===== config.mk =====
export PLATFORM = sky130hd
export DESIGN_NAME = gpio_edge_ctrl
export DESIGN_NICKNAME = d
export VERILOG_FILES = /design/src/rtl/gpx_pkg.sv /design/src/rtl/gpx_sync.sv /design/src/rtl/gpx_pin.sv /design/src/rtl/gpx_bank.sv /design/src/rtl/gpio_edge_ctrl.sv
export SDC_FILE = /design/constraint.sdc
export NUM_CORES = 1
export LEC_CHECK = 0
export CAP_MARGIN = 20
export CORE_ASPECT_RATIO = 1.75
export CORE_MARGIN = 2
export CORE_UTILIZATION = 62
export DETAILED_ROUTE_END_ITERATION = 12
export PLACE_DENSITY = 0.86
export SYNTH_ARGS = -nofsm -noshare
export SYNTH_HDL_FRONTEND = slang
export SYNTH_HIERARCHICAL = 1
export SYNTH_SLANG_ARGS = --single-unit

===== constraint.sdc =====
create_clock -name clk -period 4.7 [get_ports clk]
set_input_delay 1.175 -clock clk [delete_from_list [all_inputs] [get_ports clk]]
set_output_delay 1.175 -clock clk [all_outputs]
set_load 0.01 [all_outputs]

===== src/rtl/gpx_pkg.sv =====
package gpx_pkg;
   localparam int BYTE_W = 8;
   localparam logic [7:0] A_PEND0   = 8'h0B;
   localparam logic [7:0] A_MASK0   = 8'h19;
   localparam logic [7:0] A_AUX0    = 8'h1B;
   localparam logic [7:0] A_OCTL0   = 8'h2B;
   localparam logic [7:0] A_ICTL0   = 8'h33;
   localparam logic [7:0] A_PANEL   = 8'h52;
   localparam int         BANK_STEP = 16;

   typedef enum logic [1:0] {
      EDGE_OFF  = 2'b00,
      EDGE_FALL = 2'b01,
      EDGE_RISE = 2'b10,
      EDGE_ANY  = 2'b11
   } edge_sel_e;

   // output-side control byte, bits 5:0 (bits 7:6 unused)
   typedef struct packed {
      logic       dir;
      logic       odrain;
      logic       pull_on;
      logic [1:0] pull_sel;
      logic       level;
   } octl_t;
endpackage


===== src/rtl/gpx_sync.sv =====
module gpx_sync #(
   parameter int W      = 16,
   parameter int STAGES = 2
) (
   input  logic         clk,
   input  logic         rst_n,
   input  logic [W-1:0] d_async,
   output logic [W-1:0] q_sync
);
   if (STAGES < 2) begin : g_bad_stages
      $error("gpx_sync: STAGES must be at least 2");
   end

   logic [W-1:0] chain [STAGES];

   for (genvar s = 0; s < STAGES; s++) begin : g_stage
      always_ff @(posedge clk or negedge rst_n) begin
         if (!rst_n)      chain[s] <= '0;
         else if (s == 0) chain[s] <= d_async;
         else             chain[s] <= chain[(s > 0) ? s-1 : 0];
      end
   end

   assign q_sync = chain[STAGES-1];
endmodule


===== src/rtl/gpx_pin.sv =====
module gpx_pin
   import gpx_pkg::*;
#(
   parameter logic [7:0] A_OUT = 8'h2B,
   parameter logic [7:0] A_IN  = 8'h33
) (
   input  logic        clk,
   input  logic        rst_n,
   input  logic [7:0]  bus_addr,
   input  logic [7:0]  bus_wdata,
   input  logic        bus_we,
   input  logic        lvl_sync,
   output logic        edge_ev,
   output logic [7:0]  rd_val,
   output logic        pad_out,
   output logic        pad_oe,
   output logic        pull_en,
   output logic        pull_up,
   output logic        pull_weak
);
   octl_t     oc;
   edge_sel_e esel;
   logic      lvl_prev;
   logic      rise, fall;

   always_ff @(posedge clk or negedge rst_n) begin
      if (!rst_n) begin
         oc       <= '0;
         esel     <= EDGE_OFF;
         lvl_prev <= 1'b0;
      end else begin
         lvl_prev <= lvl_sync;
         if (bus_we && bus_addr == A_OUT) oc   <= octl_t'(bus_wdata[5:0]);
         if (bus_we && bus_addr == A_IN)  esel <= edge_sel_e'(bus_wdata[2:1]);
      end
   end

   assign rise = lvl_sync & ~lvl_prev;
   assign fall = ~lvl_sync & lvl_prev;

   always_comb begin
      unique case (esel)
         EDGE_FALL: edge_ev = fall;
         EDGE_RISE: edge_ev = rise;
         EDGE_ANY:  edge_ev = rise | fall;
         default:   edge_ev = 1'b0;
      endcase
   end

   always_comb begin
      if (bus_addr == A_OUT)     rd_val = {2'b00, oc};
      else if (bus_addr == A_IN) rd_val = {5'b00000, esel, lvl_sync};
      else                       rd_val = 8'h00;
   end

   always_comb begin
      if (oc.odrain) begin
         pad_out = 1'b0;
         pad_oe  = oc.dir & ~oc.level;
      end else begin
         pad_out = oc.level;
         pad_oe  = oc.dir;
      end
   end

   assign pull_en   = oc.pull_on;
   assign pull_up   = oc.pull_sel[0];
   assign pull_weak = oc.pull_sel[1];

   p_pad_released_r3: assert property (@(posedge clk) disable iff (!rst_n)
      (bus_we && bus_addr == A_OUT && !bus_wdata[5]) |=> !pad_oe);
   p_od_low_r4: assert property (@(posedge clk) disable iff (!rst_n)
      (bus_we && bus_addr == A_OUT && bus_wdata[4]) |=> !pad_out);
endmodule


===== src/rtl/gpx_bank.sv =====
module gpx_bank #(
   parameter int         W      = 8,
   parameter logic [7:0] A_PEND = 8'h0B,
   parameter logic [7:0] A_MASK = 8'h19,
   parameter logic [7:0] A_AUX  = 8'h1B
) (
   input  logic         clk,
   input  logic         rst_n,
   input  logic [7:0]   bus_addr,
   input  logic [7:0]   bus_wdata,
   input  logic         bus_we,
   input  logic [W-1:0] edge_ev,
   output logic [7:0]   rd_val,
   output logic         irq
);
   if (W != 8) begin : g_bad_width
      $error("gpx_bank: bank width must match the byte bus");
   end

   logic [W-1:0] pend, mask, aux;
   logic         pend_wr;
   logic [W-1:0] clr;

   assign pend_wr = bus_we && bus_addr == A_PEND;
   assign clr     = pend_wr ? bus_wdata[W-1:0] : '0;

   always_ff @(posedge clk or negedge rst_n) begin
      if (!rst_n) begin
         pend <= '0;
         mask <= '0;
         aux  <= '0;
      end else begin
         pend <= (pend & ~clr) | edge_ev;
         if (bus_we && bus_addr == A_MASK) mask <= bus_wdata[W-1:0];
         if (bus_we && bus_addr == A_AUX)  aux  <= bus_wdata[W-1:0];
      end
   end

   always_comb begin
      if (bus_addr == A_PEND)      rd_val = pend;
      else if (bus_addr == A_MASK) rd_val = mask;
      else if (bus_addr == A_AUX)  rd_val = aux;
      else                         rd_val = 8'h00;
   end

   assign irq = |(pend & ~mask);

   p_clear_r8: assert property (@(posedge clk) disable iff (!rst_n)
      pend_wr |=> (pend & $past(bus_wdata[W-1:0] & ~edge_ev)) == '0);
   p_edge_wins_r8: assert property (@(posedge clk) disable iff (!rst_n)
      (|edge_ev) |=> (pend & $past(edge_ev)) == $past(edge_ev));
   p_sticky_r9: assert property (@(posedge clk) disable iff (!rst_n)
      !pend_wr |=> (pend & $past(pend)) == $past(pend));
endmodule


===== src/rtl/gpio_edge_ctrl.sv =====
module gpio_edge_ctrl
   import gpx_pkg::*;
#(
   parameter int N_BANK      = 2,
   parameter int BANK_W      = 8,
   parameter int SYNC_STAGES = 2
) (
   input  logic        clk,
   input  logic        rst_n,
   input  logic [7:0]  bus_addr,
   input  logic [7:0]  bus_wdata,
   input  logic        bus_we,
   input  logic        bus_re,
   output logic [7:0]  bus_rdata,
   input  logic [15:0] pin_in,
   output logic [15:0] pad_out,
   output logic [15:0] pad_oe,
   output logic [15:0] pull_en,
   output logic [15:0] pull_up,
   output logic [15:0] pull_weak,
   output logic [7:0]  panel_ctl,
   output logic        irq
);
   localparam int NPIN = N_BANK * BANK_W;

   if (N_BANK < 1 || N_BANK > 2) begin : g_bad_banks
      $error("gpio_edge_ctrl: status bytes allow one or two banks");
   end
   if (NPIN != 16) begin : g_bad_pins
      $error("gpio_edge_ctrl: pin ports are sixteen wide");
   end

   logic [NPIN-1:0] lvl_sync, edge_ev;
   logic [7:0]      rd_pin  [NPIN];
   logic [7:0]      rd_bank [N_BANK];
   logic [N_BANK-1:0] irq_bank;
   logic [7:0]      panel_q;
   logic [7:0]      rd_mux;

   gpx_sync #(.W(NPIN), .STAGES(SYNC_STAGES)) i_sync (
      .clk(clk), .rst_n(rst_n), .d_async(pin_in), .q_sync(lvl_sync));

   for (genvar b = 0; b < N_BANK; b++) begin : g_bank
      for (genvar k = 0; k < BANK_W; k++) begin : g_pin
         localparam int P = b*BANK_W + k;
         localparam logic [7:0] AO = 8'(int'(A_OCTL0) + b*BANK_STEP + k);
         localparam logic [7:0] AI = 8'(int'(A_ICTL0) + b*BANK_STEP + k);
         gpx_pin #(.A_OUT(AO), .A_IN(AI)) i_pin (
            .clk(clk), .rst_n(rst_n),
            .bus_addr(bus_addr), .bus_wdata(bus_wdata), .bus_we(bus_we),
            .lvl_sync(lvl_sync[P]), .edge_ev(edge_ev[P]), .rd_val(rd_pin[P]),
            .pad_out(pad_out[P]), .pad_oe(pad_oe[P]),
            .pull_en(pull_en[P]), .pull_up(pull_up[P]), .pull_weak(pull_weak[P]));
      end
      gpx_bank #(
         .W(BANK_W),
         .A_PEND(8'(int'(A_PEND0) + b)),
         .A_MASK(8'(int'(A_MASK0) + b)),
         .A_AUX (8'(int'(A_AUX0)  + b))
      ) i_bank (
         .clk(clk), .rst_n(rst_n),
         .bus_addr(bus_addr), .bus_wdata(bus_wdata), .bus_we(bus_we),
         .edge_ev(edge_ev[b*BANK_W +: BANK_W]),
         .rd_val(rd_bank[b]), .irq(irq_bank[b]));
   end

   always_ff @(posedge clk or negedge rst_n) begin
      if (!rst_n) panel_q <= '0;
      else if (bus_we && bus_addr == A_PANEL) panel_q <= bus_wdata;
   end

   always_comb begin
      rd_mux = (bus_addr == A_PANEL) ? panel_q : 8'h00;
      for (int p = 0; p < NPIN; p++)   rd_mux |= rd_pin[p];
      for (int b = 0; b < N_BANK; b++) rd_mux |= rd_bank[b];
   end

   always_ff @(posedge clk or negedge rst_n) begin
      if (!rst_n)      bus_rdata <= 8'h00;
      else if (bus_re) bus_rdata <= rd_mux;
      else             bus_rdata <= 8'h00;
   end

   assign panel_ctl = panel_q;
   assign irq       = |irq_bank;

   p_rdata_idle_r2: assert property (@(posedge clk) disable iff (!rst_n)
      !bus_re |=> bus_rdata == 8'h00);
   p_panel_write_r10: assert property (@(posedge clk) disable iff (!rst_n)
      (bus_we && bus_addr == A_PANEL) |=> panel_ctl == $past(bus_wdata));
endmodule


; Word-level counts from Yosys, hierarchy flattened
; Index checks and enable logic that the tools add are counted.
[totals]
ff_bits = 240
latchBits = 0
ram_bits = 0
mem_bits_ro = 0
out_inout_bits = 97
n_memories = 0
[classes]
n_addsub = 0
mul = 0
n_div = 0
n_lt_le_gt_ge = 0
n_eq_ne = 87
n_shift = 0
n_mux = 90
bitwise = 140
reduce_logical = 40
[ops]
columns = op, n
row1 = 2-to-1 mux 8 bit, 26
row2 = "== test 8 x 6 -> 1 bit, second input constant", 21
row3 = OR 8 bit, 20
row4 = "== test 8 x 7 -> 1 bit, second input constant", 12
row5 = "== test 2 bit, second input constant", 32
row6 = AND 1 bit, 48
row7 = 2-to-1 mux 3 bit, 16
row8 = NOT 1 bit, 48
row9 = one-hot mux 1 bit (3 select lines), 16
row10 = logical AND 1 bit, 39
row11 = AND 8 bit, 4
row12 = "== test 2 x 1 -> 1 bit, second input constant", 16
row13 = "== test 8 x 5 -> 1 bit, second input constant", 4
row14 = 2-to-1 mux 1 bit, 32
row15 = NOT 8 bit, 4
row16 = "== test 8 x 4 -> 1 bit, second input constant", 2
row17 = OR 1 bit, 16
row18 = OR reduction 16 bit, 1

; Logic depth before layout (Yosys ltp)
; Gate-level depths: netlist (run 1).
[logic_depth]
word_depth = 22
ltp_mapped = 8

; Hierarchy
; The synthesis (run 1) kept the hierarchy.
[modules_own_cells]
columns = mod, instances, cells_each, area_per_inst_um2, seq_area_each_um2
row1 = gpx_pin at g_bank[0].g_pin[5].i_pin ..., 3, 50, 565.5, 225.2
row2 = gpx_bank at g_bank[0].i_bank, 1, 119, 1311.3, 600.6
row3 = gpx_bank at g_bank[1].i_bank, 1, 114, 1281.2, 600.6
row4 = gpx_pin at g_bank[0].g_pin[6].i_pin ..., 2, 51, 565.5, 225.2
row5 = gpx_pin at g_bank[1].g_pin[2].i_pin ..., 2, 47, 554.3, 225.2
row6 = gpx_pin at g_bank[0].g_pin[2].i_pin ..., 2, 47, 533.0, 225.2
row7 = gpio_edge_ctrl, 1, 95, 1011.0, 400.4
row8 = gpx_sync, 1, 48, 920.9, 800.8
row9 = gpx_pin at g_bank[1].g_pin[5].i_pin, 1, 50, 563.0, 225.2
row10 = gpx_pin at g_bank[1].g_pin[0].i_pin, 1, 48, 551.8, 225.2
row11 = gpx_pin at g_bank[1].g_pin[4].i_pin, 1, 47, 550.5, 225.2
row12 = gpx_pin at g_bank[1].g_pin[1].i_pin, 1, 47, 549.3, 225.2
row13 = gpx_pin at g_bank[0].g_pin[1].i_pin, 1, 47, 540.5, 225.2
row14 = gpx_pin at g_bank[0].g_pin[0].i_pin, 1, 47, 535.5, 225.2
row15 = gpx_pin at g_bank[0].g_pin[4].i_pin, 1, 48, 534.3, 225.2

; Least setup slack after synthesis (run 1)
; No wires, ideal clock.
[synth_timing]
kind = in2reg
start = input port bus_addr[4]
end = register bus_rdata[3]
arrival_time_ns = 2.787
t_required_ns = 4.569
path_slack_ns = 1.782
cell_stages = 8
path_cell_list = buf_2 > clkbuf_1 > mux2_2 > a22oi_1 > nor2_1 > or4_1 > o31ai_1 > nand3_1
[synth_lines]
columns = item, line
row1 = "start, declared", gpio_edge_ctrl.sv:10  ; input logic [7:0] bus_addr,
row2 = "end signal, assigned", gpio_edge_ctrl.sv:80  ; else if (bus_re) bus_rdata <= rd_mux;
row3 = "end, declared", gpio_edge_ctrl.sv:14  ; output logic [7:0] bus_rdata,

; Worst setup path after layout (run 1)
[layout_timing]
start = register g_bank[1].i_bank.pend[1]
end = output port irq
[layout_between]
elab_chain_len = 2
[layout_lines]
columns = item, line
row1 = "start, declared", gpx_bank.sv:20  ; logic [W-1:0] pend, mask, aux;
row2 = "start signal, assigned", gpx_bank.sv:33  ; pend <= (pend & ~clr) | edge_ev;
row3 = AND 8 bit, gpx_bank.sv:46  ; assign irq = |(pend & ~mask);
row4 = OR reduction 16 bit, gpio_edge_ctrl.sv:85  ; assign irq = |irq_bank;
row5 = "end, declared", gpio_edge_ctrl.sv:22  ; output logic irq
; Every way passes these cells.

==> summary.md, run 1 <==
| Metric | Value |
|---|---|
| Clock Sinks | 240 |
| Critical R2R Capture | bus_rdata[1]$_DFF_PN0_ |
| Critical-path maximum fanout | 3 |
| Largest net degree at the start of global routing | 131 |
| Port bufs | 132 |
| Reg clk slew, reported paths | 60 ps |
| Chip width | 115 um |
| CP startpoint | g_bank[1].i_bank/pend[1]$_DFF_PN0_ |
| DP Wirelength | 25.9 mm |
| Resized Gates After CTS | 0 |
| Ant diodes | 0 |
| CTS tree | built |
| Post-DRT Antenna Nets | 0 |
| Reg2reg setup slack | 2750 ps |
| # DRC | 0 |
| Post-Synthesis Cells | 1150 |
| Gr usage total | 0.326 |
| Reg2Reg Launch Point | g_bank[0].i_bank/aux[1]$_DFFE_PN0P_ |
| Ys async rst share | 1.00 |
| Fin nets | 1333 |
| Total of max-cap violations | 0 |
| Hold Crit Class | reg -> reg |
| Register area | 6010 um^2 |
| Area of the multi-input gates | 6580 um^2 |
| Seq/Total Area, Yosys | 0.450 |
| Reg2reg path depth | 6 |
| FF+latch count, synth | 240 |
| Power, Total | 4.58 mW |
| Routability Congestion | 0.964 |
| Detailed Route Iter0 Violations | 814 |
| Hold Vio Cnt, Final | 0 |
| Slew at the pin with the worst max-slew slack | 1030 ps |
| Final Max Slew Viols | 0 |
| Top cell type's share of synthesized area | 0.450 |
| Final wirelength | 36.6 mm |
| Clock insertion delay at the later pin of the skew report | 520 ps |
| Pwr/cell area | 297 nW/um^2 |
| Setup crit end kind | output port |
| Fmax | 0.271 GHz |
| Capture point of the critical path | irq |
| Synth Flop Type | dfrtp_1 |
| Proportion of layout cells with a drive suffix above 1 | 0.264 |
| Drt wl/cell | 23.9 um |
| FILL cells | 1486 |
| GR Overflow Total | 0 |
| Core area | 21300 um^2 |
| # rows | 71 |
| Final period util | 0.787 |
| Synth warn | 6 |
| Outcome | complete, no violations |
| I/O pins | 133 |
| CTS hold repair buffers | 0 |
| Leakage power total | 7.31 nW |
| Post-CTS Setup Bufs | 0 |
| Vias post-DR | 9942 |
| Vias in the first global route | 10400 |
| Die area | 22800 um^2 |
| Max VDD drop | 332 uV |
| Num CTS Buffers | 23 |
| Hold_sp | i_sync/chain[20]$_DFF_PN0_ |
| Router iterations before antenna repair | 5 |
| Vias/cell | 6.48 |
| H-tree levels | 1 |
| RSZ-0062 raised after global routing | no |
| Area leader, netlist | dfrtp_1 |
| Total negative slack | 0 ps |
| First-pass GRT wire length | 56.7 mm |
| DIE HEIGHT | 198 um |
| Layout area overhead | 15.5% |
| CP Launch Type | flip-flop |
| Maximum root-to-sink buffer count | 3 |
| Distinct cells, synth | 61 |
| Worst rel slew slack | 0.313 |
| Finish-stage setup viols | 0 |
| Initial antenna violation count | 0 |
| Minimum clock period | 3700 ps |
| Critical path class | reg -> out |
| WP data required | 3520 ps |
| Initial Util | 0.626 |
| EDFF count, synth | 0 |
| Worst Skew | 10.4 ps |
| CTS root buf | clkbuf_16 |
| Cell area after synthesis | 13400 um^2 |
| CP Data Arrival Time | 2520 ps |
| Top post-synthesis cells by area | dfrtp_1 (45%), mux2_2 (12%), mux2_4 (4.0%), ha_1 (3.0%), buf_4 (2.8%) |
| Synthesized area per cell | 11.6 um^2 |
==> synth_stat cells, drive strengths merged (18+ instances only) <==
master  count
nor3b      20
buf        77
nor2       75
inv        54
a22oi      46
dfrtp     240
or4        41
nor2b      51
and3       31
ha         32
mux2      184
nand2      23
mux2i      18
o21ai      32
nand3      33
==> logic make-up after synthesis <==
kind of cell,share of synthesized area
mux,0.179
flops,0.450
fa+ha+maj,0.0300
other cells,0.00450
simple gates,0.208
compound gates,0.0671
buf+inv,0.0621
==> stage by stage <==
stage,hold WS (ps),util,cell area (um^2),cells,setup WS (ps)
floorplan,331,-,13400,1166,1780
CTS,348,0.723,15400,1535,1000
detailed placement,335,0.689,14700,1495,714
global route,352,0.723,15400,1535,985
finish,345,0.723,15400,1535,1000
global placement,332,0.689,14700,1494,753
==> routing by layer <==
layer,up-vias,track usage,routed length [um]
li1,4315,-,-
met1,4977,0.370,12800
met2,485,0.559,18700
met3,165,0.0392,2210
met4,0,0.234,2910
met5,-,0,0
==> critical path: stages, from the launching register on <==
cell and delay [ps]:
dfrtp_1 420, inv_1 80, o22ai_1 60, or4_1 600, or2_2 350, clkdlybuf4s50_1 490
==> cell usage in the layout, fill, tap and decap left out, types with 18 or more instances in the layout <==
cell and instances:
o21ai_0 32, nor2_1 75, and3_2 24, nand2_1 23
mux2_2 148, buf_4 28, conb_1 32, or4_1 36
mux2_4 36, clkdlybuf4s50_1 128, inv_1 54, nand3_1 21
a22oi_1 46, clkbuf_16 23, nor3b_1 20, mux2i_1 18
nor2b_1 51, dfrtp_1 240, ha_1 32
==> power breakdown <==
| group | internal, mW | total [mW] | switching [mW] |
|---|---|---|---|
| Combinational | 0.251 | 0.539 | 0.288 |
| Sequential | 2.16 | 2.25 | 0.0910 |
| Clock | 1.01 | 1.79 | 0.777 |
| Total | 3.42 | 4.58 | 1.16 |
==> worst min-delay path by stage <==
stage | endpoint | slack (ps) | cells after the start
after global placement | i_sync/q_sync[8]$_DFF_PN0_ | 330 | 0
after CTS | i_sync/q_sync[4]$_DFF_PN0_ | 350 | 0
final | i_sync/q_sync[4]$_DFF_PN0_ | 350 | 0
after detailed placement | i_sync/q_sync[0]$_DFF_PN0_ | 330 | 0
after global routing | i_sync/q_sync[0]$_DFF_PN0_ | 350 | 0
after floorplan | i_sync/q_sync[0]$_DFF_PN0_ | 330 | 0
==> flip-flops by register name, indices dropped and copies added, names as in the netlist <==
| name | count |
|---|---|
| bus_rdata | 8 |
| g_bank.g_pin.i_pin/esel | 32 |
| g_bank.g_pin.i_pin/lvl_prev | 16 |
| g_bank.g_pin.i_pin/oc | 48 |
| g_bank.g_pin.i_pin/pull_en | 16 |
| g_bank.g_pin.i_pin/pull_up | 16 |
| g_bank.g_pin.i_pin/pull_weak | 16 |
| g_bank.i_bank/aux | 16 |
| g_bank.i_bank/mask | 16 |
| g_bank.i_bank/pend | 16 |
| i_sync/chain | 16 |
| i_sync/q_sync | 16 |
| panel_ctl | 8 |
==> area by class of cell <==
type                            instances  share of cell area
Clock buffer                           34              0.0445
Clock inverter                          6             0.00227
Inverter                               54              0.0131
Multi-Input combinational cell        782               0.426
Sequential cell                       240               0.389
Tap cell                              255              0.0207
Timing Repair Buffer                  164               0.104
(Power assumes the default switching activity.)
==> run 2: changes to the inputs <==
Settings changed: CORE_UTILIZATION 62 to 58, PLACE_DENSITY 0.86 to 0.81.
Clock period 4.7 ns to 3.6 ns, I/O delays scaled along.
==> run 2 against run 1 <==
Effect of this change:
- design area rose by 0.97%
- flip-flop and latch count did not move
- combinational power rose by 33%
- first-iteration DRC count fell by 12%
- clock skew fell by 1.5 ps
- sequential power rose by 31%
- non-clock buffer count rose by 4
- largest cell class unchanged
- largest power group unchanged
- clock-buffer cell count fell by 6
- power rose by 31%
- core utilization fell by 3.6 points
- hold slack improved by 2.3 ps
==> summary.md, run 2 (synthesis results as in run 1) <==
| Metric | Value |
|---|---|
| CTS hold repair buffers | 0 |
| Minimum clock period | 3360 ps |
| Setup crit end kind | output port |
| Final instance area | 15600 um^2 |
| Post-DRT Antenna Nets | 0 |
| Reg2Reg Launch Point | g_bank[0].g_pin[2].i_pin/pull_weak$_DFFE_PN0P_ |
| # DRC | 0 |
| Final Max Slew Viols | 0 |
| Vias/cell | 6.18 |
| I/O pins | 133 |
| Clock Sinks | 240 |
| Reg2reg path depth | 5 |
| Drt wl/cell | 23.2 um |
| Critical path class | reg -> out |
| Proportion of layout cells with a drive suffix above 1 | 0.265 |
| Vias post-DR | 9760 |
| DP Wirelength | 25.6 mm |
| Slew at the pin with the worst max-slew slack | 963 ps |
| Finish-stage setup viols | 0 |
| CP max stage cell | or4_1 |
| Chip width | 119 um |
| Clock insertion delay at the later pin of the skew report | 530 ps |
| Fmax | 0.298 GHz |
| Slowest Stage Delay on Critical Path | 560 ps |
| Vias in the first global route | 10300 |
| Top flop regs | g_bank.g_pin.i_pin/oc x48, g_bank.g_pin.i_pin/esel x32 |
| Total negative slack | 0 ps |
| # rows | 73 |
| Total of max-cap violations | 0 |
| Layout area overhead | 16.6% |
| Worst Skew | 8.92 ps |
| Max VDD drop | 395 uV |
| Cell family with most CP delay | simple AND/OR/NAND/NOR gates |
| Buf+Inv Stages, Crit Path | 2 |
| Hold Vio Cnt, Final | 0 |
| Critical path cell sequence | inv_1 -> o22ai_1 -> or4_1 -> or2_2 -> clkdlybuf4s50_1 |
| Dpl cell area | 14900 um^2 |
| Gr usage total | 0.304 |
| Routability Congestion | 1.06 |
| Max FFs per register | 48 |
| Final period util | 0.933 |
| Most frequent cells in the layout | dfrtp_1 (240), mux2_2 (148), clkdlybuf4s50_1 (127), nor2_1 (75), inv_1 (54) |
| Post-CTS Setup Bufs | 0 |
| Capture point of the critical path | irq |
| CP startpoint | g_bank[1].i_bank/pend[0]$_DFF_PN0_ |
| CTS root buf | clkbuf_16 |
| Reg2reg setup slack | 1480 ps |
| CTS tree | built |
| Leakage power total | 7.36 nW |
| Most flops, register | g_bank.g_pin.i_pin/oc |
| Outcome | complete, no violations |
| WP depth | 5 |
| WP data required | 2700 ps |
| Cells after DPL | 1544 |
| Critical R2R Capture | bus_rdata[2]$_DFF_PN0_ |
| GR Overflow Total | 0 |
| Critical-path maximum fanout | 3 |
| Hold Crit Class | reg -> reg |
| DIE HEIGHT | 205 um |
| CP Launch Type | flip-flop |
| Ant diodes | 0 |
| Reg clk slew, reported paths | 70 ps |
| Router iterations before antenna repair | 6 |
| Post-route insts no fill | 1580 |
| Detailed Route Iter0 Violations | 720 |
| Port bufs | 132 |
| CP Data Arrival Time | 2460 ps |
| Most common cell after layout, fill and taps aside | dfrtp_1 |
| Power, Total | 6.00 mW |
| Num CTS Buffers | 23 |
| Resized Gates After CTS | 0 |
| Initial Util | 0.589 |
| Initial antenna violation count | 0 |
| Final wirelength | 36.6 mm |
| Pwr/cell area | 386 nW/um^2 |
| Largest net degree at the start of global routing | 91 |
| Maximum root-to-sink buffer count | 3 |
| Pre-CTS setup slack | 72.5 ps |
| Final Core Density | 0.687 |
| Final hold slack | 348 ps |
| Fin nets | 1337 |
| Core area | 22700 um^2 |
| RSZ-0062 raised after global routing | no |
| First-pass GRT wire length | 57.4 mm |
| Die area | 24300 um^2 |
| Worst rel slew slack | 0.356 |
| Final setup margin | 241 ps |
| H-tree levels | 1 |
-- run 2: cell count changes in the layout (fill, tap and decap cells not counted), sizes merged --
cell / change
buf: +5
bufinv: +2
clkbuf: -6
clkdlybuf4s50: -1
clkinv: +1
clkinvlp: -2
inv: +1
-- run 2: cell type report --
| type | instances | area, um^2 |
|---|---|---|
| Fill cell | 1763 | 7080 |
| Multi-Input combinational cell | 782 | 6580 |
| Sequential cell | 240 | 6010 |
| Timing Repair Buffer | 168 | 1710 |
| Clock buffer | 28 | 604 |
| Tap cell | 300 | 375 |
| Inverter | 54 | 203 |
| Clock inverter | 8 | 93.8 |
-- run 2: worst min-delay path by stage --
| stage | cells past startpoint | from | slack, ps | to |
|---|---|---|---|---|
| floorplan | 0 | i_sync/chain[16]$_DFF_PN0_ | 330 | i_sync/q_sync[0]$_DFF_PN0_ |
| global placement | 0 | i_sync/chain[17]$_DFF_PN0_ | 330 | i_sync/q_sync[1]$_DFF_PN0_ |
| detailed placement | 0 | i_sync/chain[25]$_DFF_PN0_ | 340 | i_sync/q_sync[9]$_DFF_PN0_ |
| CTS | 0 | i_sync/chain[30]$_DFF_PN0_ | 350 | i_sync/q_sync[14]$_DFF_PN0_ |
| global route | 0 | i_sync/chain[30]$_DFF_PN0_ | 360 | i_sync/q_sync[14]$_DFF_PN0_ |
| finish | 0 | i_sync/chain[30]$_DFF_PN0_ | 350 | i_sync/q_sync[14]$_DFF_PN0_ |
-- run 2: power by group --
part | internal (mW) | total, mW | switching, mW
Sequential | 2.83 | 2.94 | 0.116
Combinational | 0.341 | 0.718 | 0.377
Clock | 1.33 | 2.35 | 1.02
-- run 2: layer usage --
metal / vias up / global-route usage / part of all wire
met2: 423 / 0.535 / 0.51
met4: 0 / 0.194 / 0.064
met3: 119 / 0.0404 / 0.060
met1: 4913 / 0.346 / 0.36
met5: - / 0 / 0
li1: 4305 / - / -
-- run 2: worst reg2reg max path, cell delays in order, from the launching register on --
cell,delay (ps)
dfrtp_1,400
a22oi_1,290
nor2_1,80
or4_1,500
o31ai_1,570
nand3_1,140
==> run 3: changes to the inputs <==
Settings changed: CORE_ASPECT_RATIO 1.75 to unset.
==> run 3 against run 2 <==
Effect of this change:
- flip-flop and latch count stayed put
- cell count fell by 0.44%
- hold slack lost 2.9 ps
- highest routed layer unchanged
- clock skew increased by 12 ps
- global-route usage decreased by 0.43 points
==> summary.md, run 3 (synthesis results as in run 1) <==
| Metric | Value |
|---|---|
| Outcome | complete, no violations |
| Final wirelength | 36.0 mm |
| DP Wirelength | 24.6 mm |
| Reg2reg setup slack | 1590 ps |
| Reg clk slew, reported paths | 60 ps |
| Most frequent cells in the layout | dfrtp_1 (240), mux2_2 (148), clkdlybuf4s50_1 (128), nor2_1 (75), inv_1 (54) |
| Initial antenna violation count | 0 |
| Layout area overhead | 17.9% |
| Register area | 6010 um^2 |
| H-tree levels | 1 |
| FILL cells | 1562 |
| CP Data Arrival Time | 2430 ps |
| Die area | 24300 um^2 |
| Pwr/cell area | 413 nW/um^2 |
| Total of max-cap violations | 0 |
| Most flops, register | g_bank.g_pin.i_pin/oc |
| Setup crit end kind | output port |
| Max VDD drop | 326 uV |
| Clock Sinks | 240 |
| Proportion of layout cells with a drive suffix above 1 | 0.268 |
| Final hold slack | 345 ps |
| Critical path class | reg -> out |
| Fmax | 0.301 GHz |
| Vias post-DR | 9861 |
| Most common cell after layout, fill and taps aside | dfrtp_1 |
| Critical R2R Capture | bus_rdata[0]$_DFF_PN0_ |
| Gr usage total | 0.300 |
| Routability Congestion | 1.10 |
| Critical path cell sequence | inv_1 -> o22ai_1 -> or4_1 -> or2_2 -> clkdlybuf4s50_1 |
| RSZ-0062 raised after global routing | no |
| Vias/cell | 6.27 |
| Slowest Stage Delay on Critical Path | 560 ps |
| Post-CTS Setup Bufs | 0 |
| First-pass GRT wire length | 56.6 mm |
| Slew at the pin with the worst max-slew slack | 774 ps |
| Worst rel slew slack | 0.484 |
| Final Core Density | 0.696 |
| Critical-path maximum fanout | 2 |
| Port bufs | 132 |
| NetSw | 1.59 mW |
| Reg2Reg Launch Point | i_sync/q_sync[1]$_DFF_PN0_ |
| Final Max Slew Viols | 0 |
| Max FFs per register | 48 |
| Combinational share of power | 0.110 |
| I/O pins | 133 |
| Top flop regs | g_bank.g_pin.i_pin/oc x48, g_bank.g_pin.i_pin/esel x32 |
| Vias in the first global route | 9851 |
| Minimum clock period | 3330 ps |
| Hold Crit Class | reg -> reg |
| Core area | 22600 um^2 |
| # DRC | 0 |
| CTS tree | built |
| Chip width | 156 um |
| WP data required | 2700 ps |
| Fin nets | 1336 |
| Area of the multi-input gates | 6580 um^2 |
| # rows | 55 |
| CP max stage cell | or4_1 |
| Int Power | 4.90 mW |
| Ant diodes | 0 |
| Worst Skew | 20.8 ps |
| CTS root buf | clkbuf_16 |
| Final period util | 0.924 |
| GR Overflow Total | 0 |
| Largest net degree at the start of global routing | 98 |
| Finish-stage setup viols | 0 |
| Reg2reg path depth | 5 |
| Router iterations before antenna repair | 7 |
| Initial Util | 0.590 |
| Num CTS Buffers | 26 |
| Post-DRT Antenna Nets | 0 |
| Clock insertion delay at the later pin of the skew report | 540 ps |
| Sw frac | 0.245 |
| CP startpoint | g_bank[0].i_bank/pend[4]$_DFF_PN0_ |
| Total negative slack | 0 ps |
| Hold Vio Cnt, Final | 0 |
| Leakage power total | 7.43 nW |
| Clock network fraction of total power | 0.437 |
| Maximum root-to-sink buffer count | 3 |
| Sequential Power Share | 0.453 |
| CP Launch Type | flip-flop |
| Capture point of the critical path | irq |
| Resized Gates After CTS | 0 |
| DIE HEIGHT | 156 um |
| Detailed Route Iter0 Violations | 932 |
| Drt wl/cell | 22.9 um |
| CTS hold repair buffers | 0 |
## run 3: cell count changes in the layout (fill, tap and decap cells not counted), sizes merged
| cell | before | now |
|---|---|---|
| clkdlybuf4s50 | 127 | 128 |
| bufinv | 2 | 4 |
| clkinvlp | 0 | 3 |
| inv | 55 | 54 |
| clkbuf | 28 | 36 |
| buf | 41 | 36 |
## run 3: worst min path at each step
stage,cells past startpoint,to,slack (ps),startpoint
global route,0,i_sync/q_sync[8]$_DFF_PN0_,350,i_sync/chain[24]$_DFF_PN0_
finish,0,i_sync/q_sync[6]$_DFF_PN0_,340,i_sync/chain[22]$_DFF_PN0_
detailed placement,0,i_sync/q_sync[6]$_DFF_PN0_,330,i_sync/chain[22]$_DFF_PN0_
global placement,0,i_sync/q_sync[6]$_DFF_PN0_,330,i_sync/chain[22]$_DFF_PN0_
floorplan,0,i_sync/q_sync[0]$_DFF_PN0_,330,i_sync/chain[16]$_DFF_PN0_
CTS,0,i_sync/q_sync[6]$_DFF_PN0_,340,i_sync/chain[22]$_DFF_PN0_
## run 3: worst max-delay path, delay by kind of cell (launching register included)
kind / cells / cell delay [ps]
flip-flops: 1 / 380
AND/OR/NAND/NOR: 2 / 870
AO/OA/AOI/OAI: 1 / 100
buffers and inverters: 2 / 560
## run 3: layer usage
layer  up-vias  track usage  share of wire
met5         -            0              0
met4         0        0.109          0.040
met3        97       0.0428          0.077
met2       482        0.484           0.47
met1      4967        0.417           0.41
li1       4315            -              -
## run 3: through the flow
stage,power [mW],area (um^2),setup slack (ps),std cells
after floorplan,3.30,13400,957,1166
after global placement,3.67,14800,149,1525
after detailed placement,3.70,14800,85.1,1525
after CTS,6.51,15700,269,1573
after global routing,6.71,15700,198,1573
final,6.50,15700,273,1573
## run 3: area by class of cell
class / instances / share of cell area
Clock buffer: 36 / 0.0476
Inverter: 54 / 0.0129
Multi-Input combinational cell: 782 / 0.418
Tap cell: 285 / 0.0226
Clock inverter: 12 / 0.0106
Timing Repair Buffer: 164 / 0.107
Sequential cell: 240 / 0.381
## run 3: power groups by stage
stage	registers [mW]	logic (mW)	clock network [mW]
CTS	2.94	0.713	2.86
detailed placement	2.99	0.709	0
global placement	2.98	0.691	0
floorplan	2.95	0.346	0
finish	2.95	0.715	2.84
global route	2.96	0.766	2.98
